`src/rtl/ctrl_sync_pkg.sv`:
```
package ctrl_sync_pkg;

  // Kind of operation held by a lane
  typedef enum logic {
    OP_REPEAT = 1'b0,
    OP_WAIT   = 1'b1
  } op_kind_e;

  // Saturating addition used by the drop counter
  function automatic int unsigned sat_add(input int unsigned a,
                                          input int unsigned b,
                                          input int unsigned lim);
    int unsigned s;
    s = a + b;
    return (s > lim) ? lim : s;
  endfunction

endpackage

```
`src/rtl/csync_hit_router.sv`:
```
// Turns per-controller signal requests into a per-target hit count.
module csync_hit_router #(
  parameter int N_CTRL = 4,
  parameter int IDX_W  = 2,
  parameter int HIT_W  = 3
) (
  input  logic                      clk_i,
  input  logic                      rst_ni,
  input  logic [N_CTRL-1:0]         sig_valid_i,
  input  logic [N_CTRL*IDX_W-1:0]   sig_target_i,
  output logic [N_CTRL*HIT_W-1:0]   hit_cnt_o
);

  // Number of valid requests that name lane 'lane'
  function automatic logic [HIT_W-1:0] count_hits(input logic [N_CTRL-1:0] v,
                                                  input logic [N_CTRL*IDX_W-1:0] tg,
                                                  input int unsigned lane);
    logic [HIT_W-1:0] c;
    c = '0;
    for (int k = 0; k < N_CTRL; k++) begin
      if (v[k] && (32'(tg[k*IDX_W +: IDX_W]) == lane)) c = c + 1'b1;
    end
    return c;
  endfunction

  for (genvar t = 0; t < N_CTRL; t++) begin : g_target
    assign hit_cnt_o[t*HIT_W +: HIT_W] = count_hits(sig_valid_i, sig_target_i, t);
  end

  // Requests whose target exists
  logic [N_CTRL-1:0] in_range;
  always_comb begin
    for (int k = 0; k < N_CTRL; k++) begin
      in_range[k] = 32'(sig_target_i[k*IDX_W +: IDX_W]) < 32'(N_CTRL);
    end
  end

  int unsigned hit_total;
  always_comb begin
    hit_total = 0;
    for (int t = 0; t < N_CTRL; t++) hit_total = hit_total + 32'(hit_cnt_o[t*HIT_W +: HIT_W]);
  end

  // every in-range request lands on exactly one target
  p_hits_conserved_r6: assert property (@(posedge clk_i) disable iff (!rst_ni)
    int'(hit_total) == $countones(sig_valid_i & in_range));

endmodule

```
`src/rtl/csync_lane.sv`:
```
// One controller lane: repeat expansion, wait/stall, pending signal slot.
module csync_lane
  import ctrl_sync_pkg::*;
#(
  parameter int WORD_W = 16,
  parameter int CNT_W  = 4,
  parameter int HIT_W  = 3
) (
  input  logic              clk_i,
  input  logic              rst_ni,
  input  logic              op_valid_i,
  input  logic              op_is_wait_i,
  input  logic [WORD_W-1:0] op_word_i,
  input  logic [CNT_W-1:0]  op_count_i,
  input  logic [HIT_W-1:0]  hit_cnt_i,
  output logic              op_ready_o,
  output logic [WORD_W-1:0] word_o,
  output logic              stall_o,
  output logic              release_o,
  output logic              skip_o,
  output logic [HIT_W-1:0]  drop_o
);

  localparam int AV_W = HIT_W + 1;

  // A zero repeat count still yields one cycle
  function automatic logic [CNT_W-1:0] eff_count(input logic [CNT_W-1:0] c);
    return (c == '0) ? CNT_W'(1) : c;
  endfunction

  logic              active_q;
  op_kind_e          kind_q;
  logic [WORD_W-1:0] word_q;
  logic [CNT_W-1:0]  rem_q;
  logic              pend_q;

  // Named internal events
  logic            waiting;
  logic [AV_W-1:0] avail;
  logic            rel_ev;
  logic [AV_W-1:0] after_rel;
  logic            repeat_last;
  logic            done_ev;
  logic            take_ev;
  logic            skip_ev;
  logic [AV_W-1:0] after_skip;
  logic            pend_d;

  always_comb begin
    waiting     = active_q && (kind_q == OP_WAIT);
    avail       = AV_W'(pend_q) + AV_W'(hit_cnt_i);
    // Order of use: release first, then skip, then pending slot
    rel_ev      = waiting && (avail != '0);
    after_rel   = avail - AV_W'(rel_ev);
    repeat_last = active_q && (kind_q == OP_REPEAT) && (rem_q == CNT_W'(1));
    done_ev     = rel_ev || repeat_last;
    op_ready_o  = !active_q || done_ev;
    take_ev     = op_valid_i && op_ready_o;
    skip_ev     = take_ev && op_is_wait_i && (after_rel != '0);
    after_skip  = after_rel - AV_W'(skip_ev);
    pend_d      = (after_skip != '0);
    drop_o      = (after_skip > AV_W'(1)) ? HIT_W'(after_skip - AV_W'(1)) : '0;
  end

  assign word_o    = active_q ? word_q : '0;
  assign stall_o   = waiting && !rel_ev;
  assign release_o = rel_ev;
  assign skip_o    = skip_ev;

  always_ff @(posedge clk_i or negedge rst_ni) begin
    if (!rst_ni) begin
      active_q <= 1'b0;
      kind_q   <= OP_REPEAT;
      word_q   <= '0;
      rem_q    <= '0;
      pend_q   <= 1'b0;
    end else begin
      pend_q <= pend_d;
      if (take_ev && !skip_ev) begin
        active_q <= 1'b1;
        kind_q   <= op_is_wait_i ? OP_WAIT : OP_REPEAT;
        word_q   <= op_word_i;
        rem_q    <= eff_count(op_count_i);
      end else if (take_ev || done_ev) begin
        active_q <= 1'b0;
      end else if (active_q && (kind_q == OP_REPEAT)) begin
        rem_q <= rem_q - 1'b1;
      end
    end
  end

  // a repeat that is not finishing keeps the same word next cycle
  p_repeat_word_stable_r2: assert property (@(posedge clk_i) disable iff (!rst_ni)
    (active_q && (kind_q == OP_REPEAT) && !op_ready_o) |=> (word_o == $past(word_o)));

  // a stalled lane is still waiting next cycle with the same word
  p_stall_keeps_word_r3: assert property (@(posedge clk_i) disable iff (!rst_ni)
    stall_o |=> ((stall_o || release_o) && (word_o == $past(word_o))));

  // a released lane with nothing offered goes idle
  p_release_leaves_r4: assert property (@(posedge clk_i) disable iff (!rst_ni)
    (release_o && !op_valid_i) |=> !active_q);

  // a skipped wait leaves the lane idle
  p_skip_idle_r5: assert property (@(posedge clk_i) disable iff (!rst_ni)
    skip_o |=> !active_q);

  // a lane holding a pending signal never stalls
  p_pend_blocks_stall_r5: assert property (@(posedge clk_i) disable iff (!rst_ni)
    pend_q |-> !stall_o);

endmodule

```
`src/rtl/csync_or_merge.sv`:
```
// Bitwise OR of all lane words.
module csync_or_merge #(
  parameter int N_CTRL = 4,
  parameter int WORD_W = 16
) (
  input  logic [N_CTRL*WORD_W-1:0] lane_words_i,
  output logic [WORD_W-1:0]        merged_o
);

  function automatic logic [WORD_W-1:0] or_fold(input logic [N_CTRL*WORD_W-1:0] w);
    logic [WORD_W-1:0] acc;
    acc = '0;
    for (int k = 0; k < N_CTRL; k++) acc = acc | w[k*WORD_W +: WORD_W];
    return acc;
  endfunction

  assign merged_o = or_fold(lane_words_i);

endmodule

```
`src/rtl/ctrl_sync_merge.sv`:
```
// Signal/wait synchronizer and word merger for parallel loop controllers.
module ctrl_sync_merge
  import ctrl_sync_pkg::*;
#(
  parameter int N_CTRL = 4,
  parameter int WORD_W = 16,
  parameter int CNT_W  = 4,
  parameter int ERR_W  = 8
) (
  input  logic                                          clk_i,
  input  logic                                          rst_ni,
  input  logic [N_CTRL-1:0]                             op_valid_i,
  input  logic [N_CTRL-1:0]                             op_is_wait_i,
  input  logic [N_CTRL*WORD_W-1:0]                      op_word_i,
  input  logic [N_CTRL*CNT_W-1:0]                       op_count_i,
  output logic [N_CTRL-1:0]                             op_ready_o,
  input  logic [N_CTRL-1:0]                             sig_valid_i,
  input  logic [N_CTRL*((N_CTRL>1)?$clog2(N_CTRL):1)-1:0] sig_target_i,
  output logic [N_CTRL-1:0]                             stall_o,
  output logic [N_CTRL-1:0]                             release_o,
  output logic [N_CTRL-1:0]                             skip_o,
  output logic [WORD_W-1:0]                             merged_word_o,
  output logic [N_CTRL-1:0]                             ovf_flag_o,
  output logic [ERR_W-1:0]                              ovf_count_o
);

  localparam int          IDX_W   = (N_CTRL > 1) ? $clog2(N_CTRL) : 1;
  localparam int          HIT_W   = $clog2(N_CTRL + 2);
  localparam int unsigned ERR_MAX = (32'd1 << ERR_W) - 32'd1;

  logic [N_CTRL*HIT_W-1:0]  hit_flat;
  logic [N_CTRL*HIT_W-1:0]  drop_flat;
  logic [N_CTRL*WORD_W-1:0] lane_words;

  csync_hit_router #(
    .N_CTRL (N_CTRL),
    .IDX_W  (IDX_W),
    .HIT_W  (HIT_W)
  ) u_router (
    .clk_i        (clk_i),
    .rst_ni       (rst_ni),
    .sig_valid_i  (sig_valid_i),
    .sig_target_i (sig_target_i),
    .hit_cnt_o    (hit_flat)
  );

  for (genvar i = 0; i < N_CTRL; i++) begin : g_lane
    csync_lane #(
      .WORD_W (WORD_W),
      .CNT_W  (CNT_W),
      .HIT_W  (HIT_W)
    ) u_lane (
      .clk_i        (clk_i),
      .rst_ni       (rst_ni),
      .op_valid_i   (op_valid_i[i]),
      .op_is_wait_i (op_is_wait_i[i]),
      .op_word_i    (op_word_i[i*WORD_W +: WORD_W]),
      .op_count_i   (op_count_i[i*CNT_W +: CNT_W]),
      .hit_cnt_i    (hit_flat[i*HIT_W +: HIT_W]),
      .op_ready_o   (op_ready_o[i]),
      .word_o       (lane_words[i*WORD_W +: WORD_W]),
      .stall_o      (stall_o[i]),
      .release_o    (release_o[i]),
      .skip_o       (skip_o[i]),
      .drop_o       (drop_flat[i*HIT_W +: HIT_W])
    );
  end

  csync_or_merge #(
    .N_CTRL (N_CTRL),
    .WORD_W (WORD_W)
  ) u_merge (
    .lane_words_i (lane_words),
    .merged_o     (merged_word_o)
  );

  // Total signals dropped this cycle
  function automatic int unsigned drop_total(input logic [N_CTRL*HIT_W-1:0] d);
    int unsigned s;
    s = 0;
    for (int k = 0; k < N_CTRL; k++) s = s + 32'(d[k*HIT_W +: HIT_W]);
    return s;
  endfunction

  logic [N_CTRL-1:0] drop_any;
  always_comb begin
    for (int k = 0; k < N_CTRL; k++) drop_any[k] = (drop_flat[k*HIT_W +: HIT_W] != '0);
  end

  always_ff @(posedge clk_i or negedge rst_ni) begin
    if (!rst_ni) begin
      ovf_flag_o  <= '0;
      ovf_count_o <= '0;
    end else begin
      ovf_flag_o  <= ovf_flag_o | drop_any;
      ovf_count_o <= ERR_W'(sat_add(32'(ovf_count_o), drop_total(drop_flat), ERR_MAX));
    end
  end

  // the drop counter never decreases
  p_ovf_count_mono_r7: assert property (@(posedge clk_i) disable iff (!rst_ni)
    1'b1 |=> (ovf_count_o >= $past(ovf_count_o)));

  for (genvar i = 0; i < N_CTRL; i++) begin : g_chk
    // a drop in a lane sets its flag, and the flag stays set
    p_ovf_set_r7: assert property (@(posedge clk_i) disable iff (!rst_ni)
      drop_any[i] |=> ovf_flag_o[i]);
    p_ovf_sticky_r7: assert property (@(posedge clk_i) disable iff (!rst_ni)
      ovf_flag_o[i] |=> ovf_flag_o[i]);
    // every lane's bits appear in the merged word
    p_merge_covers_r8: assert property (@(posedge clk_i) disable iff (!rst_ni)
      (lane_words[i*WORD_W +: WORD_W] & ~merged_word_o) == '0);
  end

  // no active word means a zero merged word
  p_merge_idle_r8: assert property (@(posedge clk_i) disable iff (!rst_ni)
    (lane_words == '0) |-> (merged_word_o == '0));

endmodule

```
`config.mk`:
```
export PLATFORM = sky130hd
export DESIGN_NAME = ctrl_sync_merge
export DESIGN_NICKNAME = d
export VERILOG_FILES = /design/src/rtl/ctrl_sync_pkg.sv /design/src/rtl/csync_hit_router.sv /design/src/rtl/csync_lane.sv /design/src/rtl/csync_or_merge.sv /design/src/rtl/ctrl_sync_merge.sv
export SDC_FILE = /design/constraint.sdc
export NUM_CORES = 1
export LEC_CHECK = 0
export BUFFER_PORTS_ARGS = -buffer_cell sky130_fd_sc_hd__buf_2
export CAP_MARGIN = 20
export CORE_UTILIZATION = 45
export CTS_BUF_LIST = sky130_fd_sc_hd__clkbuf_16
export CTS_CLUSTER_DIAMETER = 60
export DETAILED_ROUTE_END_ITERATION = 6
export HOLD_SLACK_MARGIN = 0.08
export PLACE_DENSITY = 0.65
export SYNTH_ARGS = -nofsm -noshare
export SYNTH_HDL_FRONTEND = slang
export SYNTH_SLANG_ARGS = --single-unit
```
`constraint.sdc`:
```
create_clock -name clk_i -period 14.2 [get_ports clk_i]
set_clock_uncertainty 0.1 [all_clocks]
set_input_delay 2.13 -clock clk_i [delete_from_list [all_inputs] [get_ports clk_i]]
set_output_delay 2.13 -clock clk_i [all_outputs]
set_load 0.005 [all_outputs]
```
==> metrics.md <==
| Metric | Value |
|---|---|
| RSZ-0062 raised after global routing | false |
| Overall Global Routing Usage | 20.68% |
| Worst reg2reg path startpoint | g_lane[2].u_lane.pend_q$_DFF_PN0_ |
| Num rows | 48 |
| Number of flops mapped to enable cells by yosys | 0 |
| Dpl cells | 1,122 |
| First-pass GRT wire length | 29.76 mm |
| Min Tclk post-route | 10.76 ns |
| Port bufs | 145 |
| Slew Limit Fails | 0 |
| Setup repair bufs after CTS | 0 |
| Vias in the first global route | 5,947 |
| Initial antenna violation count | 1 |
| Final non-filler cell total | 1,139 |
| Worst setup margin | 3.440 ns |
| Hold Crit Class | reg -> reg |
| Worst Hold Launch | ovf_flag_o[2]$_DFF_PN0_ |
| Synth top cells by count | dfrtp_1, nand2_1, ha_1, inv_1, nor2_1 |
| HPWL Detailed | 14.10 mm |
| CTS resizes | 0 |
| Worst Tran Pin Value | 1.036 ns |
| Slowest CP cell | fa_1 |
| Hold Crit Depth | 1 |
| Layout Nets | 1,084 |
| DRC errors left | 0 |
| Drt via density | 5.462 |
| DR vias | 6,221 |
| Area delta synth->final | 13.38% |
| CTS tree | built |
| Total negative slack | 0 ns |
| WL per Instance | 16.13 µm |
| Core Util, Final | 51.93% |
| Worst-Skew Late Latency | 0.36 ns |
| Share of cells above drive strength 1 | 28.37% |
| CTS Buf Count | 9 |
| Synthesized netlist cell count | 791 |
| Clk root buf | clkbuf_16 |
| Leak | 4.193 nW |
| Fin Hold WS | 0.3996 ns |
| Reg2Reg Setup Slack | 6.18 ns |
| Netlist Area Pre-Place | 7895 µm² |
| H-tree depth | 3 |
| Die area | 18,080 µm² |
| Asr flop ratio synth | 100.0% |
| WHS Endpoint | ovf_flag_o[2]$_DFF_PN0_ |
| Relative slew slack | 30.91% |
| Clock Path Buffers | 2 |
| Core ar. | 17,240 µm² |
| Syn Nets | 967 |
| Worst-path clk slew | 0.08 ns |
| Total gr overflow | 0 |
| # setup viols final | 0 |
| Clk sink count | 104 |
| Max Cap Viol | 0 |
| DP Worst Slack | 3.087 ns |
| Crit path launch type | primary input |
| Worst path required time | 14.34 ns |
| Final Wtd Congestion | 0.8686 |
| CTS Hold Bufs | 0 |
| Die height | 134.5 µm |
| Detailed Routing Iterations Pass 1 | 5 |
| PD cells | 273.1 nW/µm² |
| Antenna Nets Post-Route | 0 |
| Fin crit share | 75.77% |
| Post-synth top area share | 32.96% |
| Syn Area/Cell | 9.981 µm² |
| Reg2reg end | ovf_count_o[7]$_DFF_PN0_ |
| Starting density of the core | 45.80% |
| Synth Flop Type | dfrtp_1 |
| Top Ports | 146 |
| Largest net degree at the start of global routing | 72 |
| Critical path type | in -> reg |
| Die width | 134.5 µm |
| Count of unique library cells instantiated by Yosys | 87 |
| Worst path most repeated cell | ha_1 |
| CP arrival | 10.90 ns |
| Routed WL | 18.37 mm |
| Number of cells on the worst reg-to-reg path | 31 |
| FMAX | 0.09294 GHz |
| Sequential share of the synthesized area | 32.96% |
| Top-count cell post-synth | dfrtp_1 |
| Yosys warning total | 0 |
| Initial DRC count | 383 |
| Status | finished clean |
| Peak supply drop | 0.1825 mV |
| Largest cells by area after synthesis | dfrtp_1, ha_1, mux2_2, mux2_4, nand2_1 |
| Synth Register Bits | 104 |
| Worst Path Max Fanout | 6 |
| Largest area contributor in the netlist | dfrtp_1 |
| Endpoints failing hold | 0 |
| Worst setup EP type | register |
| Crit-path max cell delay | 0.54 ns |
## placed cells by master (no fill, tap or decap), drive strengths merged, types with 8 or more instances in the layout
cell type	n
a211oi	9
a21oi	25
a22oi	32
buf	148
clkbuf	9
dfrtp	104
fa	8
ha	66
inv	54
mux2	67
nand2	69
nand2b	20
nand3	11
nand3b	13
nor2	53
nor2b	9
nor3	12
nor3b	8
o21ai	24
or2	9
xnor2	23
## per-layer routing
layer	part of all wire (%)	track usage (%)	up-vias
met5	0	0	-
met4	2.1	7.366	0
met3	4.5	3.191	24
met2	46	33.13	152
met1	47	28.38	2950
li1	-	-	3095
## report_power, final
group	switching, mW	internal [mW]
logic	0.811	0.791
clock network	0.127	0.123
registers	0.129	0.463
total	1.07	1.38
## critical path: cells and delay by family
family                   cells  cell delay (ns)
adder cells (fa/ha/maj)     12             3.80
buffers and inverters        3             0.22
AND/OR/NAND/NOR              7             1.21
multiplexers                 1             0.35
AO/OA/AOI/OAI                8             1.81
XOR/XNOR                     4             1.40
## state kept, by name, indices dropped and copies added (netlist names)
| register | cells |
|---|---|
| ovf_flag_o | 4 |
| g_lane.u_lane.kind_q | 4 |
| g_lane.u_lane.active_q | 4 |
| g_lane.u_lane.pend_q | 4 |
| ovf_count_o | 8 |
| g_lane.u_lane.rem_q | 16 |
| g_lane.u_lane.word_q | 64 |
## area by class of cell
class | count | area (µm²)
timing repair buffer | 148 | 750.7
tap | 225 | 281.5
sequential | 104 | 2603
inverter | 52 | 195.2
fill | 1590 | 8285
clock buffer | 9 | 225.2
multi-input combinational | 593 | 4827
clock inverter | 7 | 66.31
antenna | 1 | 2.502
## kinds of logic after synthesis
family | share of synthesized area, %
simple gates | 16.69
compound gates | 16.36
flops | 32.96
buf+inv | 5.943
fa+ha+maj | 12.49
mux | 11.38
xor+xnor | 4.184
## worst max-delay path by stage
stage	start	end	slack [ns]	cells past startpoint
3_3_place_gp	sig_target_i[3]	ovf_count_o[7]$_DFF_PN0_	3.22	35
5_1_grt	sig_target_i[3]	ovf_count_o[5]$_DFF_PN0_	2.72	37
2_1_floorplan	sig_target_i[3]	ovf_count_o[7]$_DFF_PN0_	3.85	34
4_1_cts	sig_target_i[3]	ovf_count_o[7]$_DFF_PN0_	3.42	35
6_report	sig_target_i[3]	ovf_count_o[7]$_DFF_PN0_	3.44	35
3_5_place_dp	sig_target_i[3]	ovf_count_o[7]$_DFF_PN0_	3.09	35
## through the flow
stage,power [mW],area [µm²]
floorplan,1.850,7895
detailed placement,2.221,8657
global route,2.743,8951
finish,2.444,8951
global placement,2.182,8657
CTS,2.480,8949
Note: power is estimated with default switching activity, not from simulation.
